==> src/rtl/i2c_word_slave.sv <==
module i2c_word_slave (
  input  logic        clk,
  input  logic        rst_n,
  input  logic        scl_i,
  input  logic        sda_i,
  output logic        sda_oe,
  input  logic [6:0]  slave_id,
  input  logic [1:0]  word_sel,
  output logic [23:0] rx_word,
  output logic        rx_valid,
  input  logic        rx_take,
  input  logic [23:0] tx_word,
  output logic        irq_rx,
  output logic        irq_tx,
  output logic        irq_ovr,
  output logic        irq_err
);

  typedef enum logic [2:0] {IDLE, ADDR, ACK_OUT, RX, TX, TX_ACK, WAIT} state_t;
  state_t state;

  logic [1:0]  scl_sy, sda_sy;
  logic        scl_q, sda_q;
  logic [3:0]  bitcnt;
  logic [7:0]  shreg;
  logic [1:0]  bytecnt;
  logic        rw;
  logic [23:0] acc, txbuf;
  logic [7:0]  tx_byte;

  wire scl_s    = scl_sy[1];
  wire sda_s    = sda_sy[1];
  wire scl_rise = scl_s & ~scl_q;
  wire scl_fall = ~scl_s & scl_q;
  wire start_c  = scl_s & scl_q & sda_q & ~sda_s;
  wire stop_c   = scl_s & scl_q & ~sda_q & sda_s;
  wire mid_byte = (state inside {ADDR, RX, TX}) && (bitcnt >= 4'd2);
  wire [1:0]  last_b  = (word_sel == 2'd0) ? 2'd0 : (word_sel == 2'd1) ? 2'd1 : 2'd2;
  wire [1:0]  lane    = last_b - bytecnt;
  wire [23:0] tx_src  = (bytecnt == 2'd0) ? tx_word : txbuf;
  wire [23:0] acc_nxt = (bytecnt == 2'd0) ? {16'h0, shreg} : {acc[15:0], shreg};

  always_comb
    case (lane)
      2'd2:    tx_byte = tx_src[23:16];
      2'd1:    tx_byte = tx_src[15:8];
      default: tx_byte = tx_src[7:0];
    endcase

  always_ff @(posedge clk or negedge rst_n)
    if (!rst_n) begin
      scl_sy <= 2'b11;
      sda_sy <= 2'b11;
      scl_q  <= 1'b1;
      sda_q  <= 1'b1;
    end else begin
      scl_sy <= {scl_sy[0], scl_i};
      sda_sy <= {sda_sy[0], sda_i};
      scl_q  <= scl_s;
      sda_q  <= sda_s;
    end

  always_ff @(posedge clk or negedge rst_n)
    if (!rst_n) begin
      state    <= IDLE;
      sda_oe   <= 1'b0;
      bitcnt   <= '0;
      shreg    <= '0;
      bytecnt  <= '0;
      rw       <= 1'b0;
      acc      <= '0;
      txbuf    <= '0;
      rx_word  <= '0;
      rx_valid <= 1'b0;
      irq_rx   <= 1'b0;
      irq_tx   <= 1'b0;
      irq_ovr  <= 1'b0;
      irq_err  <= 1'b0;
    end else begin
      irq_rx  <= 1'b0;
      irq_tx  <= 1'b0;
      irq_ovr <= 1'b0;
      irq_err <= 1'b0;
      if (rx_take) rx_valid <= 1'b0;
      if ((start_c || stop_c) && mid_byte) begin
        irq_err <= 1'b1;
        state   <= IDLE;
        sda_oe  <= 1'b0;
      end else if (start_c) begin
        state   <= ADDR;
        bitcnt  <= '0;
        bytecnt <= '0;
        sda_oe  <= 1'b0;
      end else if (stop_c) begin
        state  <= IDLE;
        sda_oe <= 1'b0;
      end else
        case (state)
          ADDR, RX:
            if (scl_rise && bitcnt < 4'd8) begin
              shreg  <= {shreg[6:0], sda_s};
              bitcnt <= bitcnt + 4'd1;
            end else if (scl_fall && bitcnt == 4'd8) begin
              if (state == ADDR) begin
                if (shreg[7:1] == slave_id) begin
                  rw     <= shreg[0];
                  sda_oe <= 1'b1;
                  state  <= ACK_OUT;
                end else
                  state <= WAIT;
              end else begin
                sda_oe <= 1'b1;
                state  <= ACK_OUT;
                acc    <= acc_nxt;
                if (bytecnt >= last_b) begin
                  bytecnt <= '0;
                  if (rx_valid && !rx_take)
                    irq_ovr <= 1'b1;
                  else begin
                    rx_word  <= acc_nxt;
                    rx_valid <= 1'b1;
                    irq_rx   <= 1'b1;
                  end
                end else
                  bytecnt <= bytecnt + 2'd1;
              end
            end
          ACK_OUT, TX_ACK:
            if (state == TX_ACK && scl_rise) begin
              if (sda_s) state <= WAIT;
              else bitcnt <= 4'd9;
            end else if (scl_fall && (state == ACK_OUT || bitcnt == 4'd9)) begin
              bitcnt <= '0;
              sda_oe <= 1'b0;
              if (!rw)
                state <= RX;
              else begin
                state  <= TX;
                shreg  <= tx_byte;
                sda_oe <= ~tx_byte[7];
                if (bytecnt == 2'd0) begin
                  txbuf  <= tx_word;
                  irq_tx <= 1'b1;
                end
              end
            end
          TX:
            if (scl_rise && bitcnt < 4'd8)
              bitcnt <= bitcnt + 4'd1;
            else if (scl_fall && bitcnt != 4'd0) begin
              if (bitcnt == 4'd8) begin
                sda_oe  <= 1'b0;
                state   <= TX_ACK;
                bytecnt <= (bytecnt >= last_b) ? 2'd0 : bytecnt + 2'd1;
              end else begin
                shreg  <= {shreg[6:0], 1'b0};
                sda_oe <= ~shreg[6];
              end
            end
          default: ;
        endcase
    end


  idle_quiet_chk: assert property (@(posedge clk) disable iff (!rst_n)
    (state == IDLE || state == WAIT) |-> !sda_oe);

  oe_low_scl_chk: assert property (@(posedge clk) disable iff (!rst_n)
    $rose(sda_oe) |-> !$past(scl_s));

  valid_rise_chk: assert property (@(posedge clk) disable iff (!rst_n)
    $rose(rx_valid) |-> irq_rx);

  ovr_excl_chk: assert property (@(posedge clk) disable iff (!rst_n)
    !(irq_rx && irq_ovr));

  tx_dir_chk: assert property (@(posedge clk) disable iff (!rst_n)
    irq_tx |-> (rw && state == TX));

  err_idle_chk: assert property (@(posedge clk) disable iff (!rst_n)
    irq_err |-> state == IDLE);

endmodule

==> config.mk <==
export PLATFORM = sky130hd
export DESIGN_NAME = i2c_word_slave
export DESIGN_NICKNAME = d
export VERILOG_FILES = /design/src/rtl/i2c_word_slave.sv
export SDC_FILE = /design/constraint.sdc
export NUM_CORES = 1
export LEC_CHECK = 0
export ABC_CLOCK_PERIOD_IN_PS = 2400
export BUFFER_PORTS_ARGS = -buffer_cell sky130_fd_sc_hd__buf_2
export CAP_MARGIN = 20
export CORE_AREA = 3 3 150 116
export CTS_CLUSTER_SIZE = 12
export DETAILED_ROUTE_END_ITERATION = 12
export DIE_AREA = 0 0 153 119
export HOLD_SLACK_MARGIN = 0.03
export PLACE_DENSITY = 0.52
export RECOVER_POWER = 25
export SYNTH_ARGS = -nofsm -noshare
export SYNTH_HDL_FRONTEND = slang
export SYNTH_SLANG_ARGS = --single-unit
==> constraint.sdc <==
create_clock -name clk -period 2.4 [get_ports clk]
set_clock_uncertainty 0.2 [all_clocks]
set_input_delay 0.24 -clock clk [delete_from_list [all_inputs] [get_ports clk]]
set_output_delay 0.24 -clock clk [all_outputs]
set_load 0.1 [all_outputs]
==> impl_results.md, run 1 <==
* Reg-to-reg critical path startpoint: scl_sy[1]
* Global-route congestion overflow total at 0
* Synth Warn # at 0
* Summed area of non-filler cells in the final layout at 6550 sq um
* Maximum buffer depth of the clock tree at 2
* Critical path cell sequence: or3b_4 > a211o_1 > a221o_1 > a22oi_4 > mux2_4
* Area of the mapped netlist at about 4800 sq um
* Setup crit end kind: flip-flop
* Total global-route track usage at about an eighth
* Maximum resistive drop on vdd at just under 0.0006 V
* Final count of pins violating max slew at 0
* Worst path max stage delay at about 560 ps
* Headroom to the max-slew limit at 43.2%
* Overall die height at between 100 and 150 microns
* Flip-flop and latch area at about 2400 sq um
* Post-layout instance count excluding filler cells at 801
* Pin slew with the least headroom to its limit at roughly 850 ps
* Area post-placement at about 5700 sq um
* Final worst path period need at around 2400 ps
* Sequential share of the synthesized area at between 40% and 50%
* H-tree depth reported by CTS at 3
* Vias at roughly 3.8k
* Count of different cell masters after synthesis at 60
* Count of cells along the worst register-to-register path at 5
* Antenna cells at 0
* Count of routing violations after the opening detailed-route iteration at ~140
* Proportion of layout cells with a drive suffix above 1 at 41.1%
* Top flip-flop cell by instance count after synthesis: dfrtp_1
* Worst path setup slack after routing at -22.8 ps
* Area enclosed by the die boundary at between 15,000 and 20,000 sq um
* Status: finished, violations left
* Cell depth of the worst min-delay path at 3
* Destination of the worst register-to-register timing path: bitcnt[1]
* Horizontal die dimension at 153 microns
* CP Class: flip-flop to flip-flop
* Largest net degree at the start of global routing at between 40 and 50
* Core region area at around 16,000 sq um
* Clock sink count at between 90 and 100
* Cell count after synthesis at approximately 450
* Total DRC errors in the routed layout at 0
* GPL Wtd Cong at between 0.8 and 0.9
* Critical Path Slowest Stage Cell: dfstp_2
* Highest attainable clock frequency at around 0.41 GHz
* RSZ-0062 raised after global routing: yes
* Post-synthesis sequential element count at 94
* CTS tree: done
* Synth Net Count at 497
* Worst setup slack for register-to-register paths at -20 ps
* Multi-input logic area at about 2400 sq um
* Arrival time worst endpoint at about 2500 ps
* Number of max-cap violations at 0
* Routed wire length at around 12,000 microns
* Type of the worst min-delay path: primary input to flip-flop
* Number of hold violations in the final report at 0
* Iteration count of the initial detailed-routing pass at 4
* I/O pin cnt at between 60 and 70
* Number of rows in the core area at 40
* TritonCTS Buffers at 9
* Net count of the finished layout at about 630
* Final setup vio count at 4
* Library cell used as clock root buffer: clkbuf_16
* Global-route wire length before repair at a little under 20,000 microns
* Count of buffers from port buffering at between 60 and 70
* Worst setup SP type: flip-flop
* Required time of the critical path at 2430 ps
* Leading cell types in the layout, fill and taps excluded: 88 x dfrtp_1, 69 x nand2_1, 66 x buf_2
* Avg WL per Cell at 15.3 microns
* Hold path start: tx_word[9]
* Share of async-settable or async-resettable flops after synthesis at between 90% and 100%
* Standby leakage power at between 0.003 and 0.004 uW
* # placed instances at roughly 760
* Worst-Skew Late Latency at roughly 350 ps
* Synthesis-to-layout area growth at 37.4%
* Pwr per Cell Area at approximately 1100 nW/um^2
* Detailed placement HPWL at a little under 9000 microns
* Critical-path maximum fanout at 5
* Post-synth EDFFs at 0
* Commonest non-fill, non-tap cell in the layout: dfrtp_1
* Hold path endpoint: txbuf[9]
* Antenna violations before repair at 0
* Average cell area after synthesis at 10.6 sq um
* Starting density of the core at roughly 30%
* Clock edge transition at the registers on the reported setup and hold paths at roughly 70 ps
* Fillers at 1,568
* Per-cell via count in the routed design at between 4 and 5
* Vias in the first global route at between 3k and 4k
* Violations in the final reports: negative setup slack
* Post-detailed-route count of antenna-violating nets at 0
* Fraction of the cycle the final worst path needs at 101%
==> critical path, delay by kind of cell, from the launching register on <==
kind             cells  cell delay (ps)
AO/OA/AOI/OAI        3              840
flip-flops           1              560
multiplexers         1              320
AND/OR/NAND/NOR      1              390
==> registers in the layout, indices dropped and copies added (netlist names) <==
register,cells
bitcnt,4
scl_sy,2
rx_word,24
acc,16
sda_oe,1
irq_err,1
irq_rx,1
state,3
rw,1
irq_tx,1
irq_ovr,1
scl_q,1
rx_valid,1
bytecnt,2
sda_sy,2
txbuf,24
sda_q,1
shreg,8
==> area by class of cell <==
| type | count | share of cell area (%) |
|---|---|---|
| inverters | 19 | 1.09 |
| multi-input cells | 313 | 36.5 |
| repair buffers | 149 | 17.8 |
| well taps | 210 | 4.01 |
| flip-flops and latches | 94 | 36.0 |
| clock inverters | 6 | 0.916 |
| clock buffers | 10 | 3.65 |
==> routing by layer <==
layer | vias to the layer above | track usage (%) | share of wire (%)
met3 | 17 | 3.01 | 3.9
met4 | 0 | 3.73 | 1.6
met2 | 81 | 19.5 | 44
li1 | 1858 | - | -
met1 | 1851 | 19.4 | 50
met5 | - | 0 | 0
==> metrics by stage <==
step           worst slack (ps)  setup TNS [ps]  total power (uW)  hold WS (ps)  util, %
5_1_grt                   -94.9            -839              7640          82.9     41.1
6_report                  -22.8           -48.2              7170          46.5     41.1
3_5_place_dp               -226           -1700              5320          27.3     35.9
4_1_cts                   -62.6            -279              7000          41.6     39.8
3_3_place_gp               -125            -990              5260          18.7     35.9
2_1_floorplan             -54.7            -310              4300          -256        -
==> Yosys cell counts, types with 9 or more instances <==
cell / number / share of area, %
ha_1: 9 / 2.4
nand2_1: 75 / 5.9
a21oi_1: 9 / 0.94
mux2i_1: 18 / 3.8
nor2_1: 14 / 1.1
inv_1: 19 / 1.5
mux2_2: 48 / 11
dfrtp_1: 88 / 46
clkbuf_1: 13 / 1.0
o21ai_0: 50 / 5.2
==> power by group <==
group          total [uW]  switching (uW)  internal [uW]
combinational        3500            1770           1730
sequential           2220             278           1950
clock                1450             684            761
==> worst max path at each step <==
stage | from | end | slack, ps | cells after the start
finish | scl_sy[1] | bitcnt[1] | -20 | 5
global route | bytecnt[0] | shreg[0] | -90 | 9
CTS | scl_sy[1] | bitcnt[1] | -60 | 5
detailed placement | word_sel[1] | shreg[0] | -230 | 12
global placement | word_sel[1] | shreg[7] | -120 | 12
floorplan | bytecnt[0] | shreg[2] | -50 | 9
==> logic make-up (layout without fill, tap and decap cells) <==
family / Yosys count / after routing / share of synthesized area (%)
buffers and inverters: 42 / 184 / 4.12
muxes: 68 / 68 / 15.6
adders and majority gates: 10 / 10 / 2.78
and+or+nand+nor: 129 / 129 / 13.3
AOI/OAI and AO/OA: 98 / 98 / 13.3
xor gates and xnor gates: 8 / 8 / 1.47
DFF: 94 / 94 / 49.5
==> what timing repair did <==
action                                 CTS  global route
cloned                                   0             4
endpoints found under the hold margin   56             0
hold buffers                            23             0
gates resized for setup                 22            48
buffers inserted                         2             1
pin swaps                               14            10
setup endpoints to repair               16            42
Power figures use the tool's default switching activity.
==> run 2: changes to the inputs <==
--- a/config.mk
+++ b/config.mk
@@ -15,6 +15,7 @@
 export HOLD_SLACK_MARGIN = 0.03
 export PLACE_DENSITY = 0.52
 export RECOVER_POWER = 25
+export REMOVE_ABC_BUFFERS = 1
 export SYNTH_ARGS = -nofsm -noshare
 export SYNTH_HDL_FRONTEND = slang
 export SYNTH_SLANG_ARGS = --single-unit
==> run 2 against run 1 <==
The run still ends with negative setup slack left. Combinational power up 7.1%. Worst setup slack worse by 12 ps. Via count up 1.8%. Non-clock buffer count up 22. Maximum frequency down 0.49%. Clock-buffer cell count up 1. Power up 4.2%. Sequential share of layout area down 1.5 points. Die area unchanged. Core utilization up 1.8 points. Critical path type unchanged.
==> impl_results.md, run 2 (synthesized netlist as in run 1, its figures left out) <==
* CP Class: flip-flop to flip-flop
* Global-route congestion overflow total at 0 (unchanged)
* H-tree depth reported by CTS at 3 (unchanged)
* Number of hold violations in the final report at 0 (unchanged)
* Critical Path Slowest Stage Cell: fa_1
* Arrival time worst endpoint at 2460 ps (about the same)
* Tot Pwr at 7470 uW (+4.2%)
* Cell depth of the worst min-delay path at 3 (unchanged)
* Pwr per Cell Area at 1090 nW/um^2 (-0.16%)
* Avg WL per Cell at 15.4 microns (+0.67%)
* Vias at 3,874 (+1.8%)
* Worst-Skew Late Latency at 340 ps (about the same)
* Highest attainable clock frequency at 0.411 GHz (-0.49%)
* Maximum resistive drop on vdd at 0.000460 V (-22%)
* Routed wire length at 12,600 microns (+3.4%)
* TritonCTS Buffers at 9 (unchanged)
* Final worst path period need at 2430 ps (+12.0 ps)
* Worst path max stage delay at 550 ps (about the same)
* Post-detailed-route count of antenna-violating nets at 0 (unchanged)
* Status: finished, violations left
* GPL Wtd Cong at 0.866 (-0.12%)
* Post-layout instance count excluding filler cells at 823 (+2.7%)
* Number of rows in the core area at 40 (unchanged)
* Clock edge transition at the registers on the reported setup and hold paths at 70 ps (about the same)
* Per-cell via count in the routed design at 4.71 (-0.96%)
* Pin slew with the least headroom to its limit at 752 ps (-101 ps)
* Area enclosed by the die boundary at 18,200 sq um (unchanged)
* Critical path cell sequence: ha_2 > fa_1 > inv_2 > ha_4 > clkbuf_16 > o211ai_1 > o21ai_1 > mux2_2
* Standby leakage power at 0.00332 uW (+4.0%)
* Proportion of layout cells with a drive suffix above 1 at 45.7% (+4.6 points)
* Type of the worst min-delay path: primary input to flip-flop
* Final count of pins violating max slew at 0 (unchanged)
* Number of max-cap violations at 0 (unchanged)
* Overall die height at 119 microns (unchanged)
* Maximum buffer depth of the clock tree at 2 (unchanged)
* Clock sink count at 94 (unchanged)
* Horizontal die dimension at 153 microns (unchanged)
* Starting density of the core at 29.9% (unchanged)
* Worst setup SP type: flip-flop
* Headroom to the max-slew limit at 49.9% (+6.7 points)
* I/O pin cnt at 68 (unchanged)
* Final setup vio count at 7 (+3)
* Count of routing violations after the opening detailed-route iteration at 123 (-13%)
* CTS tree: done
* Synthesis-to-layout area growth at 43.4%
* Critical-path maximum fanout at 6 (+1)
* Antenna cells at 0 (unchanged)
* Setup crit end kind: flip-flop
* Antenna violations before repair at 0 (unchanged)
* Core region area at 16,000 sq um (unchanged)
* Commonest non-fill, non-tap cell in the layout: dfrtp_1
* Required time of the critical path at 2430 ps (about the same)
* Area post-placement at 5810 sq um (+1.2%)
* Library cell used as clock root buffer: clkbuf_16
* Total global-route track usage at 13.6% (+0.43 points)
* # placed instances at 768 (+1.7%)
* Count of buffers from port buffering at 67 (unchanged)
* Logic depth of the worst setup path including buffers at 8 (+3)
* Iteration count of the initial detailed-routing pass at 5 (+1)
* Net count of the finished layout at 656 (+3.5%)
* Family with the most delay on the worst path: adder cells
* Count of cells along the worst register-to-register path at 8 (+3)
* Summed area of non-filler cells in the final layout at 6840 sq um (+4.3%)
* Worst path bufs/invs at 2 (+2)
* Detailed placement HPWL at 9020 microns (+1.3%)
* Leading cell types in the layout, fill and taps excluded: 86 x dfrtp_1, 66 x buf_2, 61 x nand2_1
* Total DRC errors in the routed layout at 0 (unchanged)
* Top Registers: rx_word (24), txbuf (24), acc (16)
* Fraction of the cycle the final worst path needs at 101% (+0.50 points)
* Global-route wire length before repair at 20,100 microns (+3.8%)
* Vias in the first global route at 3,891 (+3.3%)
* RSZ-0062 raised after global routing: yes
* Largest net degree at the start of global routing at 44 (+4.8%)
* Worst path setup slack after routing at -34.8 ps (-12.0 ps)
* Violations in the final reports: negative setup slack
## run 2: cell count changes in the layout (fill, tap and decap cells not counted), moves of 4 or more
| cell | delta |
|---|---|
| buf_4 | +14 |
| buf_6 | +4 |
| nand2_1 | -8 |
| nand2_2 | +7 |
| o21ai_1 | -8 |
| o21ai_2 | +5 |
## run 2: cell type report
class,instances,area [sq um]
tap,210,263
clock buffer,11,243
inverter,19,71.3
multi-input combinational,313,2460
timing repair buffer,171,1370
sequential,94,2360
fill,1540,9130
clock inverter,5,66.3
## run 2: repair_timing
item,in CTS,in global routing
hold endpoints to repair,94,0
hold buffers,23,0
setup endpoints to repair,40,41
resized for setup,17,87
setup buffers,5,7
cloned,0,4
pin swaps,6,27
## run 2: worst paths after layout
check	end	slack, ps	from
max	shreg[2]	-30	bytecnt[0]
min	txbuf[9]	40	tx_word[9]
max reg2reg	shreg[2]	-30	bytecnt[0]
min reg2reg	scl_sy[1]	160	scl_sy[0]
max in group asynchronous	state[0]	520	rst_n
min in group asynchronous	rx_word[18]	290	rst_n
## run 2: power breakdown
| part | total (uW) | internal [uW] | switching [uW] |
|---|---|---|---|
| clock network | 1490 | 848 | 639 |
| registers | 2230 | 1950 | 279 |
| logic | 3750 | 1940 | 1810 |
| total | 7470 | 4740 | 2730 |
## run 2: worst register-to-register path: cells and delay by family (launching register included)
kind	cells	cell delay, ps
adder cells (fa/ha/maj)	3	1000
flip-flops	1	380
AO/OA/AOI/OAI	2	280
multiplexers	1	260
buffers and inverters	2	220
## run 2: stage by stage
step	utilization [%]	hold slack (ps)	TNS, ps	worst slack [ps]
after floorplan	-	-256	-17360	-571
final	42.8	43.9	-115	-34.8
after detailed placement	36.4	-2.41	-3150	-236
after global placement	36.4	-7.06	-2470	-156
after global routing	42.8	62.7	-2710	-155
after CTS	40.4	44.5	-48.5	-30.8
## run 2: per-layer routing
layer  track usage (%)  share of wire [%]
met5                 0                  0
met4              3.45               0.69
met3              3.38                5.5
met2              19.4                 42
met1              20.6                 52
==> run 3: changes to the inputs <==
--- a/config.mk
+++ b/config.mk
@@ -16,6 +16,7 @@
 export PLACE_DENSITY = 0.52
 export RECOVER_POWER = 25
 export REMOVE_ABC_BUFFERS = 1
+export SKIP_CTS_REPAIR_TIMING = 1
 export SYNTH_ARGS = -nofsm -noshare
 export SYNTH_HDL_FRONTEND = slang
 export SYNTH_SLANG_ARGS = --single-unit
==> run 3 against run 2 <==
The flow still finishes with violations (negative setup slack). Clock power barely moved. Combinational power is 6.1% lower. Non-clock buffer count shrank 3. Cell count shrank 0.36%. Maximum frequency decreased by 0.93%. Core utilization shrank 0.70 points. Highest routed layer unchanged.
==> impl_results.md, run 3 (synthesized netlist as in run 1, its figures left out) <==
* Clock edge transition at the registers on the reported setup and hold paths at 70 ps (about the same)
* I/O pin cnt at 68 (unchanged)
* Final worst path period need at 2460 ps (+22.9 ps)
* Minimum setup slack after placement at -236 ps (unchanged)
* Fillers at 1,545 (+0.32%)
* Pwr per Cell Area at 1080 nW/um^2 (-1.4%)
* Core region area at 16,000 sq um (unchanged)
* Post-detailed-route count of antenna-violating nets at 0 (unchanged)
* Count of buffers from port buffering at 67 (unchanged)
* Worst-Skew Late Latency at 350 ps (about the same)
* Critical-path maximum fanout at 6 (unchanged)
* Sw Ratio at 36.5% (about the same)
* Setup crit end kind: flip-flop
* Status: finished, violations left
* Maximum resistive drop on vdd at 0.000480 V (+4.2%)
* Pin slew with the least headroom to its limit at 752 ps (+0.209 ps)
* Worst path max stage delay at 560 ps (about the same)
* Antenna violations before repair at 0 (unchanged)
* Reg-to-reg critical path startpoint: bytecnt[0]
* Final count of pins violating max slew at 0 (unchanged)
* Per-cell via count in the routed design at 4.67 (-0.70%)
* TritonCTS Buffers at 9 (unchanged)
* Number of hold violations in the final report at 0 (unchanged)
* Final setup vio count at 11 (+4)
* Violations in the final reports: negative setup slack
* Type of the worst min-delay path: primary input to flip-flop
* Worst path setup slack after routing at -57.7 ps (-22.9 ps)
* Number of rows in the core area at 40 (unchanged)
* Fraction of the cycle the final worst path needs at 102% (+0.95 points)
* Highest attainable clock frequency at 0.407 GHz (-0.93%)
* Leading cell types in the layout, fill and taps excluded: 86 x dfrtp_1, 66 x buf_2, 62 x nand2_1
* Summed area of non-filler cells in the final layout at 6730 sq um (-1.6%)
* Starting density of the core at 29.9% (unchanged)
* Total global-route track usage at 13.3% (-0.33 points)
* Clock sink count at 94 (unchanged)
* Arrival time worst endpoint at 2490 ps (+30 ps)
* Maximum buffer depth of the clock tree at 2 (unchanged)
* Final worst hold slack at 38.2 ps (-5.63 ps)
* Count of routing violations after the opening detailed-route iteration at 141 (+15%)
* Overall die height at 119 microns (unchanged)
* Library cell used as clock root buffer: clkbuf_16
* Routed wire length at 12,400 microns (-1.7%)
* RSZ-0062 raised after global routing: yes
* CP Class: flip-flop to flip-flop
* Relative contribution of sequential cells to total power at 30.9% (+1.0 points)
* Vias at 3,833 (-1.1%)
* Hold path start: tx_word[11]
* Required time of the critical path at 2430 ps (about the same)
* Number of max-cap violations at 0 (unchanged)
* Top Registers: rx_word (24), txbuf (24), acc (16)
* Routed metal-1 wirelength at 6340 microns (-2.7%)
* Synthesis-to-layout area growth at 41.1%
* Avg WL per Cell at 15.1 microns (-1.3%)
* Proportion of layout cells with a drive suffix above 1 at 45.1% (-0.60 points)
* Power spent charging and discharging nets at 2640 uW (-3.1%)
* Crit path launch: bytecnt[0]
* Critical path cell sequence: ha_2 > fa_2 > inv_2 > ha_4 > buf_4 > o211ai_1 > o21ai_1 > mux2_2
* H-tree depth reported by CTS at 3 (unchanged)
* DR top layer: met4
* Clock share of power at 20.5% (+0.6 points)
* Horizontal die dimension at 153 microns (unchanged)
* # placed instances at 768 (unchanged)
* Headroom to the max-slew limit at 49.9% (about the same)
* Post-layout instance count excluding filler cells at 820 (-0.36%)
* Met3 layer wire length in the routed design at 683 microns (-1.3%)
* Vias in the first global route at 3,752 (-3.6%)
* Detail Route met2 WL at 5270 microns (-1.4%)
* Iteration count of the initial detailed-routing pass at 4 (-1)
* Worst setup SP type: flip-flop
* Critical Path Slowest Stage Cell: fa_2
* Global-route congestion overflow total at 0 (unchanged)
* Area post-placement at 5810 sq um (unchanged)
* Combinational cell fraction of total power at 48.6% (-1.6 points)
* Net count of the finished layout at 653 (-0.46%)
* Global-route wire length before repair at 19,500 microns (-2.9%)
* Standby leakage power at 0.00327 uW (-1.5%)
* Area enclosed by the die boundary at 18,200 sq um (unchanged)
* Commonest non-fill, non-tap cell in the layout: dfrtp_1
* Largest net degree at the start of global routing at 44 (unchanged)
* Total DRC errors in the routed layout at 0 (unchanged)
* Detailed placement HPWL at 9020 microns (unchanged)
* Antenna cells at 0 (unchanged)
* Design internal power at 4600 uW (-3.0%)
* CTS tree: done
* GPL Wtd Cong at 0.866 (unchanged)
-- run 3: area by class of cell --
| class | instances | area [sq um] | area share, % |
|---|---|---|---|
| clock buffer | 11 | 243 | 3.61 |
| clock inverter | 5 | 66.3 | 0.986 |
| inverter | 19 | 71.3 | 1.06 |
| multi-input combinational | 313 | 2400 | 35.8 |
| sequential | 94 | 2360 | 35.1 |
| tap | 210 | 263 | 3.91 |
| timing repair buffer | 168 | 1320 | 19.6 |
-- run 3: through the flow --
| stage | power [uW] | util, % | TNS [ps] |
|---|---|---|---|
| 2_1_floorplan | 4100 | - | -17360 |
| 4_1_cts | 6870 | 38.3 | -2610 |
| 6_report | 7240 | 42.1 | -245 |
| 3_3_place_gp | 5310 | 36.4 | -2470 |
| 5_1_grt | 7770 | 42.1 | -3070 |
| 3_5_place_dp | 5360 | 36.4 | -3150 |
-- run 3: power by group through the flow --
stage | clock, uW | combinational (uW) | sequential [uW]
6_report | 1490 | 3520 | 2240
5_1_grt | 1600 | 3880 | 2290
4_1_cts | 1530 | 3120 | 2220
3_5_place_dp | 0 | 3110 | 2250
3_3_place_gp | 0 | 3070 | 2240
2_1_floorplan | 0 | 1790 | 2310
-- run 3: path summary, 6_finish.rpt --
kind | endpoint | slack (ps) | depth (start not counted)
setup / recovery | shreg[2] | -60 | 8
hold / removal | txbuf[11] | 40 | 3
setup reg to reg | shreg[2] | -60 | 8
hold reg to reg | scl_sy[1] | 160 | 0
max in group asynchronous | state[0] | 520 | 3
min in group asynchronous | rx_word[9] | 290 | 2
-- run 3: routing by layer --
layer | vias to the layer above | GRT usage (%)
met5 | - | 0
met2 | 102 | 18.4
met3 | 12 | 3.41
met4 | 0 | 3.45
met1 | 1822 | 20.5
li1 | 1897 | -
-- run 3: worst max-delay path: cells and delay by family, from the launching register on --
family / cells / cell delay [ps]
adder cells (fa/ha/maj): 3 / 980
flip-flops: 1 / 410
AO/OA/AOI/OAI: 2 / 280
multiplexers: 1 / 270
buffers and inverters: 2 / 200
